$ cat config.mk
export PLATFORM = sky130hd
export DESIGN_NAME = data_wait_timer
export DESIGN_NICKNAME = d
export VERILOG_FILES = /design/src/rtl/dtw_pkg.sv /design/src/rtl/dtw_prescaler.sv /design/src/rtl/dtw_cycle_counter.sv /design/src/rtl/data_wait_timer.sv
export SDC_FILE = /design/constraint.sdc
export NUM_CORES = 1
export LEC_CHECK = 0
export ABC_AREA = 1
export ABC_CLOCK_PERIOD_IN_PS = 2750
export BUFFER_PORTS_ARGS = -buffer_cell sky130_fd_sc_hd__buf_2
export CAP_MARGIN = 25
export CORE_UTILIZATION = 60
export CTS_BUF_LIST = sky130_fd_sc_hd__clkbuf_8
export DETAILED_ROUTE_END_ITERATION = 10
export GPL_TIMING_DRIVEN = 0
export PLACE_DENSITY_LB_ADDON = 0.12
export SETUP_SLACK_MARGIN = 0.02
export SYNTH_ARGS = -nofsm -noshare
export SYNTH_HDL_FRONTEND = slang
export SYNTH_SLANG_ARGS = --single-unit
export TNS_END_PERCENT = 5
$ cat constraint.sdc
create_clock -name clk -period 2.75 [get_ports clk]
set_input_delay 0.55 -clock clk [delete_from_list [all_inputs] [get_ports clk]]
set_output_delay 0.55 -clock clk [all_outputs]
set_load 0.005 [all_outputs]
$ cat src/rtl/dtw_pkg.sv
package dtw_pkg;

    typedef enum logic [1:0] {
        ST_IDLE = 2'd0,
        ST_RUN  = 2'd1,
        ST_EXPD = 2'd2
    } dtw_state_e;

    // log2 of the multiplier for a code, reduced by scale, floored at zero
    function automatic logic [4:0] mul_log2(input logic [2:0] code, input int scale);
        int base;
        unique case (code)
            3'd0: base = 0;
            3'd1: base = 4;
            3'd2: base = 7;
            3'd3: base = 8;
            3'd4: base = 10;
            3'd5: base = 12;
            3'd6: base = 16;
            default: base = 20;
        endcase
        base = base - scale;
        if (base < 0) base = 0;
        return 5'(base);
    endfunction

endpackage

$ cat src/rtl/dtw_prescaler.sv
module dtw_prescaler #(
    parameter int PW = 20
) (
    input  logic       clk,
    input  logic       rst_n,
    input  logic       clr,
    input  logic       en,
    input  logic [4:0] shift,
    output logic       tick
);
    logic [PW-1:0] cnt_q;
    logic [PW:0]   span;
    logic [PW-1:0] top;

    always_comb begin
        span = (PW+1)'(1) << shift;
        top  = PW'(span - (PW+1)'(1));
    end

    assign tick = en && (cnt_q == top);

    always_ff @(posedge clk or negedge rst_n) begin
        if (!rst_n)       cnt_q <= '0;
        else if (clr)     cnt_q <= '0;
        else if (en)      cnt_q <= tick ? '0 : cnt_q + PW'(1);
    end

    // the prescaler never runs past the selected multiplier
    assert_presc_in_range_R3: assert property (@(posedge clk) disable iff (!rst_n)
        !clr |-> cnt_q <= top);

endmodule

$ cat src/rtl/dtw_cycle_counter.sv
module dtw_cycle_counter #(
    parameter int CW = 4
) (
    input  logic          clk,
    input  logic          rst_n,
    input  logic          clr,
    input  logic          step,
    input  logic [CW-1:0] limit,
    output logic          last
);
    logic [CW-1:0] cnt_q;

    assign last = (cnt_q == limit - CW'(1));

    always_ff @(posedge clk or negedge rst_n) begin
        if (!rst_n)    cnt_q <= '0;
        else if (clr)  cnt_q <= '0;
        else if (step) cnt_q <= cnt_q + CW'(1);
    end

    // the cycle count stays below the captured cycle number
    assert_cycles_below_limit_R2: assert property (@(posedge clk) disable iff (!rst_n)
        (!clr && limit != '0) |-> cnt_q < limit);

endmodule

$ cat src/rtl/data_wait_timer.sv
module data_wait_timer
    import dtw_pkg::*;
#(
    parameter int SCALE_LOG2   = 0,
    parameter int MUL_LOG2_MAX = 20,
    parameter int CYC_W        = 4,
    parameter int CODE_W       = 3,
    parameter int STAT_W       = 32,
    parameter int ERR_POS      = 22
) (
    input  logic                      clk,
    input  logic                      rst_n,
    input  logic [CYC_W+CODE_W-1:0]   tmo_cfg,
    input  logic                      arm,
    input  logic                      done,
    input  logic                      clr,
    output logic                      tmo_flag,
    output logic                      waiting,
    output logic [STAT_W-1:0]         stat_word
);
    localparam int CFG_W = CYC_W + CODE_W;

    dtw_state_e    state_q, state_d;
    logic [CYC_W-1:0] lim_q;
    logic [4:0]       shift_q;
    logic             flag_q, flag_d;

    logic [CYC_W-1:0]  cyc_in;
    logic [CODE_W-1:0] code_in;
    logic [4:0]        shift_in;
    logic              zero_arm;
    logic              tick, last, expire, cnt_clr, in_run;

    assign cyc_in   = tmo_cfg[CYC_W-1:0];
    assign code_in  = tmo_cfg[CFG_W-1:CYC_W];
    assign shift_in = mul_log2(code_in, SCALE_LOG2);
    assign zero_arm = arm && (cyc_in == '0);
    assign in_run   = (state_q == ST_RUN);
    assign cnt_clr  = !in_run || arm || done;
    assign expire   = in_run && tick && last && !arm && !done;

    dtw_prescaler #(.PW(MUL_LOG2_MAX)) presc_i (
        .clk   (clk),
        .rst_n (rst_n),
        .clr   (cnt_clr),
        .en    (in_run),
        .shift (shift_q),
        .tick  (tick)
    );

    dtw_cycle_counter #(.CW(CYC_W)) cyc_i (
        .clk   (clk),
        .rst_n (rst_n),
        .clr   (cnt_clr),
        .step  (tick),
        .limit (lim_q),
        .last  (last)
    );

    // state register
    always_ff @(posedge clk or negedge rst_n) begin
        if (!rst_n) begin
            state_q <= ST_IDLE;
            lim_q   <= '0;
            shift_q <= '0;
            flag_q  <= 1'b0;
        end else begin
            state_q <= state_d;
            flag_q  <= flag_d;
            if (arm) begin
                lim_q   <= cyc_in;
                shift_q <= shift_in;
            end
        end
    end

    // next state and sticky error
    always_comb begin
        state_d = state_q;
        unique case (state_q)
            ST_IDLE: begin
                if (arm) state_d = zero_arm ? ST_EXPD : ST_RUN;
            end
            ST_RUN: begin
                if (arm)         state_d = zero_arm ? ST_EXPD : ST_RUN;
                else if (done)   state_d = ST_IDLE;
                else if (expire) state_d = ST_EXPD;
            end
            ST_EXPD: begin
                if (arm)      state_d = zero_arm ? ST_EXPD : ST_RUN;
                else if (clr) state_d = ST_IDLE;
            end
            default: state_d = ST_IDLE;
        endcase

        if (zero_arm || expire) flag_d = 1'b1;
        else if (clr)           flag_d = 1'b0;
        else                    flag_d = flag_q;
    end

    // outputs
    always_comb begin
        waiting   = in_run;
        tmo_flag  = flag_q;
        stat_word = '0;
        stat_word[ERR_POS] = flag_q;
    end

    assert_flag_sticky_R10: assert property (@(posedge clk) disable iff (!rst_n)
        (tmo_flag && !clr) |=> tmo_flag);

    assert_done_stops_R6: assert property (@(posedge clk) disable iff (!rst_n)
        (done && !arm) |=> !waiting);

    assert_arm_starts_R5: assert property (@(posedge clk) disable iff (!rst_n)
        (arm && tmo_cfg[CYC_W-1:0] != '0) |=> waiting);

    assert_zero_immediate_R4: assert property (@(posedge clk) disable iff (!rst_n)
        (arm && tmo_cfg[CYC_W-1:0] == '0) |=> (tmo_flag && !waiting));

    assert_no_error_on_done_R7: assert property (@(posedge clk) disable iff (!rst_n)
        (!tmo_flag && done && !arm) |=> !tmo_flag);

endmodule

After elaboration in Yosys (flattened, before gate mapping) --
Cells that the tools add are included.
Word-level totals: flip-flop bits (word level) 36, bits in latches 0, RAM bits 0, bits in read-only memories 0, input bits 12, output and inout port bits 34, word-level logic and storage cells 61, memories 0
Cells by class: $add $sub $neg 4, $mul 0, divide/modulo/power cells 0, order comparisons 1, equal/unequal tests 13, shift operators 1, mux-type cells 17, bitwise operators 0, reductions and logical operators 19
Operators with widths (count):
- $mux W20 | 3
- $pmux W5 S7 | 1
- $lt A32 B1 Y1 const B | 1
- $add A20 B1 Y20 const B | 1
- $eq A20 B20 Y1 | 1
- $shl A1 B5 Y20 const A | 1
- $sub A20 B1 Y20 const B | 1
- $mux W2 | 7
- $eq A3 B3 Y1 const B | 3
- $mux W4 | 2
- $eq A3 B2 Y1 const B | 2
- $logic_and A1 B1 Y1 | 6
- $pmux W2 S3 | 1
- $reduce_bool A2 Y1 | 3
- $mux W5 | 1
- $add A4 B1 Y4 const B | 1
- $eq A4 B4 Y1 | 1
- $logic_not A4 Y1 | 1
- $ne A4 B4 Y1 const B | 1
- $sub A4 B1 Y4 const B | 1
- $eq A3 B1 Y1 const B | 1
- $logic_not A1 Y1 | 3
- $logic_not A3 Y1 | 1
- $logic_or A1 B1 Y1 | 3
- other kinds (7) | 8

Depth between registers and ports, before layout --
depth after elaboration 12, gate-level depth with buffers 21

Hierarchy --
A second synthesis with hierarchy kept.
Unflattened totals: cells, all modules 502, area total of the unflattened synthesis 3148.0 um2
Modules (own cells, without submodules):
- dtw_prescaler | times used 1, cells each 345, area each 1969.4 um2, sequential area each 500.5 um2
- data_wait_timer | times used 1, cells each 101, area each 847.1 um2, sequential area each 300.3 um2
- dtw_cycle_counter | times used 1, cells each 56, area each 331.6 um2, sequential area each 100.1 um2

Least setup slack after synthesis --
OpenSTA, ideal clock, no wires.
path kind reg2reg, from register shift_q[4], to register presc_i.cnt_q[12], arrival time 2299 ps, slack 329 ps, cell stages (with the launch flop) 21, clock period less this slack 2421 ps, path through dfrtp_1 > buf_6 > nor2_4 > buf_6 > nand3_1 > ha_1 > nand2_1 > nand3_1 > nor2_1 > nand2_1 > nor2_1 > nand2_1 > nor2_1 > nand3_1 > nor2_1 > nand2_1 > nor2_4 > nand2_4 > nand2_4 > buf_8 > nor2_2
Between the ends: longest elaborated chain between the ends 7
Ends and longest elaborated chain:
- start: declaration | line data_wait_timer.sv:25 | logic [4:0] shift_q;
- start signal: assignment | line data_wait_timer.sv:72 | shift_q <= shift_in;
- $shl A1 B5 Y20 | line dtw_prescaler.sv:16 | span = (PW+1)'(1) << shift;
- $sub A20 B1 Y20 | line dtw_prescaler.sv:17 | top = PW'(span - (PW+1)'(1));
- $eq A20 B20 Y1 | line dtw_prescaler.sv:20 | assign tick = en && (cnt_q == top);
- $logic_and A1 B1 Y1 | line dtw_prescaler.sv:20
- $mux W20 (2 in a row) | line dtw_prescaler.sv:25 | else if (en) cnt_q <= tick ? '0 : cnt_q + PW'(1);
- $mux W20 | line dtw_prescaler.sv:24 | else if (clr) cnt_q <= '0;
- end signal: assignment | line dtw_prescaler.sv:25
- end: declaration | line dtw_prescaler.sv:11 | logic [PW-1:0] cnt_q;
Every way passes these cells. The select of a mux whose other input is x is not followed. A chain may end at the register's enable or synchronous reset.

Worst setup path after layout --
from register shift_q[2], to register presc_i.cnt_q[8]
The elaborated chain is that of the path after synthesis.

==> key figures <==
Setup path
  – CP peak stage delay: 370 ps
  – Largest delay share family, worst path: simple AND/OR/NAND/NOR gates
  – WP data arrival: 2890 ps
  – Critical path class: reg2reg
  – CP endpoint kind: register
  – CP cell instances: buf_6, buf_6, nor2_4, nand2_2, ha_4, nand2_2, nand3_2, nor2_2, nand2_1, nor2_1, nand2_1, nor2_1, nand3_1, nor2_1, nand2_1, nor2_4, nand2_4, nand2_8, clkbuf_16, nor3_2
  – Crit-path max FO: 10
  – Worst setup SP type: register
  – Slowest CP cell: dfrtp_1
  – WP buf/inv: 3
  – Critical path depth in cells: 20
  – Internal reg-to-reg setup slack: 40 ps
  – Worst R2R Path Depth: 20
  – Critical path required time: 2930 ps

Power and ir drop
  – Power density over the cells: 396 nW/um^2
  – VDD IR max: 0.408 mV
  – Leak Pwr: 1.84 nW

Clocking
  – Post-CTS Hold Fix Bufs: 0
  – H-tree Lvls: 2
  – Maximum root-to-sink buffer count: 2
  – CTS sink cnt: 36
  – Worst-skew pair later-pin latency: 300 ps
  – CTS clk-pin slew, worst paths: 80 ps
  – Total CTS buffers: 5
  – CTS tree: built
  – Clock root cell: clkbuf_8

Placement
  – PortBufs: 14
  – Placement Setup Slack: -14.1 ps
  – HPWL after detailed placement: 4.92 mm
  – Dpl cell area: 3320 um^2
  – Dpl cells: 547
  – Global placement routability congestion: 0.953

Synth
  – Synth top area cells: dfrtp_1 (30%), nand2_1 (13%), buf_4 (8.4%)
  – Synth area leader: dfrtp_1
  – Netlist cell types: 36
  – Post-synth EDFFs: 0
  – Synth warn: 0
  – Synth cell count leaders: nand2_1 (103), inv_1 (55), nor2_1 (42), nand3_1 (41), dfrtp_1 (36)
  – Fraction of registers with async set or reset after synthesis: 100%
  – Average instance area after synthesis: 6.99 um^2
  – Netlist Area Pre-Place: 3050 um^2
  – Post-synthesis sequential area ratio: 29.5%
  – Synthesis-stage register bit count: 36
  – Share of Yosys cell area claimed by the top area cell type: 29.5%
  – Post-Syn Instances: 436
  – Top-count cell post-synth: nand2_1
  – Main synth FF type: dfrtp_1

Route
  – Routed vias: 2737
  – Antenna Nets Post-Route: 0
  – Routed WL: 6.71 mm
  – Routed WL per cell: 11.9 um
  – 1st-iter DRT viols: 155
  – DR pass1 iterations: 4
  – DRC Markers: 0
  – Vias per std cell: 4.84

Floorplan
  – IO Pins: 46
  – Die area: 5370 um^2
  – Chip width: 73.3 um
  – Core ar.: 4820 um^2
  – Initial core utilization: 63.3%
  – Rows: 25
  – Die Height: 73.3 um

Layout
  – Nets@finish: 514
  – Antenna cells: 0
  – Multi-input gate area: 1770 um^2
  – Cell Count, Final, Fillers Out: 566
  – Area Growth Syn to Fin: 18.5%
  – # fillers: 380
  – Ratio of cells with drive above 1 in the final layout: 24.8%
  – Final Cell Area: 3610 um^2
  – Sequential Area: 902 um^2

STA
  – Max-slew violations: 0
  – Final worst setup slack: 38.3 ps
  – Slew Limit Headroom: 44.1%
  – Fmax: 369 MHz
  – Final setup skew: 10.7 ps
  – Slew @ Worst Pin: 838 ps
  – Crit path time final: 2710 ps
  – Hold slack: 354 ps
  – Setup violators final: 0
  – Fin. Hold Viols: 0
  – RSZ-0062 raised after global routing: yes
  – Final period util: 98.6%

Status
  – Status: finished, final reports clean

GRT
  – Largest net degree at the start of global routing: 37
  – Initial antenna violation count: 0
  – All-Layer GR Usage: 26.8%
  – Grt total ovfl: 0
  – First-pass GRT wire length: 10.9 mm
  – Vias in the first global route: 2471

Run
  – Max-Cap Viols: 0

Worst hold path
  – Hold crit path type: in2async
==> final cells by class <==
type	instances	area share, %
tap	67	2.32
clock buffer	5	1.90
multi-input combinational	329	49.0
sequential	36	25.0
inverter	61	6.65
timing repair buffer	25	4.71
clock inverter	3	1.07
buffer	40	9.42
==> routing by layer <==
metal	up-vias	wire length [um]	GRT usage, %
met5	-	0	0
met3	8	315	4.66
li1	1430	-	-
met1	1231	3150	35.7
met4	0	90	10.7
met2	68	3160	43.3
==> worst reg2reg max path: cells and delay by family, from the launching register on <==
family / cells / cell delay [ps]
buffers and inverters: 3 / 460
flip-flops: 1 / 370
AND/OR/NAND/NOR: 16 / 1530
adder cells (fa/ha/maj): 1 / 240
==> worst paths after layout <==
path,startpoint,end
max,shift_q[2],presc_i.cnt_q[8]
min,rst_n,lim_q[0]
max reg2reg,shift_q[2],presc_i.cnt_q[8]
min reg2reg,lim_q[3],lim_q[3]
max in group asynchronous,rst_n,shift_q[0]
min in group clk,tmo_cfg[2],lim_q[2]
==> cells by family (layout without fill, tap and decap cells) <==
kind of cell	after synthesis	count (layout)	share of synthesized area, %
AOI/OAI and AO/OA	31	31	5.91
xor gates and xnor gates	25	25	7.18
adders and majority gates	4	4	1.64
buffers and inverters	101	134	18.3
DFF	36	36	29.5
other	1	31	0.123
and+or+nand+nor	238	238	37.3
==> state kept, by name (all words and copies together), names as in the netlist <==
signal,cells
presc_i.cnt_q,20
lim_q,4
state_q,2
cyc_i.cnt_q,4
shift_q,5
tmo_flag,1
==> power by group <==
group | total [W] | leakage, nW | switching (W) | internal [W]
clock | 0.000465 | 0.0593 | 0.000199 | 0.000266
sequential | 0.000564 | 0.481 | 0.0000182 | 0.000546
combinational | 0.000403 | 1.30 | 0.000239 | 0.000164
==> through the flow <==
step                utilization [%]  TNS [ps]  power [W]
CTS                            71.2         0    0.00139
detailed placement             68.8      -117   0.000922
global route                   75.0     -2380    0.00150
finish                         75.0         0    0.00143
global placement               68.8         0   0.000915
floorplan                         -         0   0.000844
==> cells in the final DEF, fill, tap and decap left out, drive strengths merged, types with 9 or more instances in the layout <==
| cell type | count |
|---|---|
| a21oi | 9 |
| nand2 | 110 |
| nor2 | 65 |
| nand3 | 44 |
| xor2 | 20 |
| buf | 63 |
| inv | 59 |
| nor3 | 10 |
| o21ai | 14 |
| conb | 31 |
| dfrtp | 36 |
==> what timing repair did <==
item | CTS | global route
hold endpoints to repair | 0 | 0
pin swaps | 1 | 9
setup endpoints to repair | 20 | 27
buffers inserted | 1 | 9
gates cloned | 0 | 1
resized for setup | 0 | 21
(Power assumes the default switching activity.)
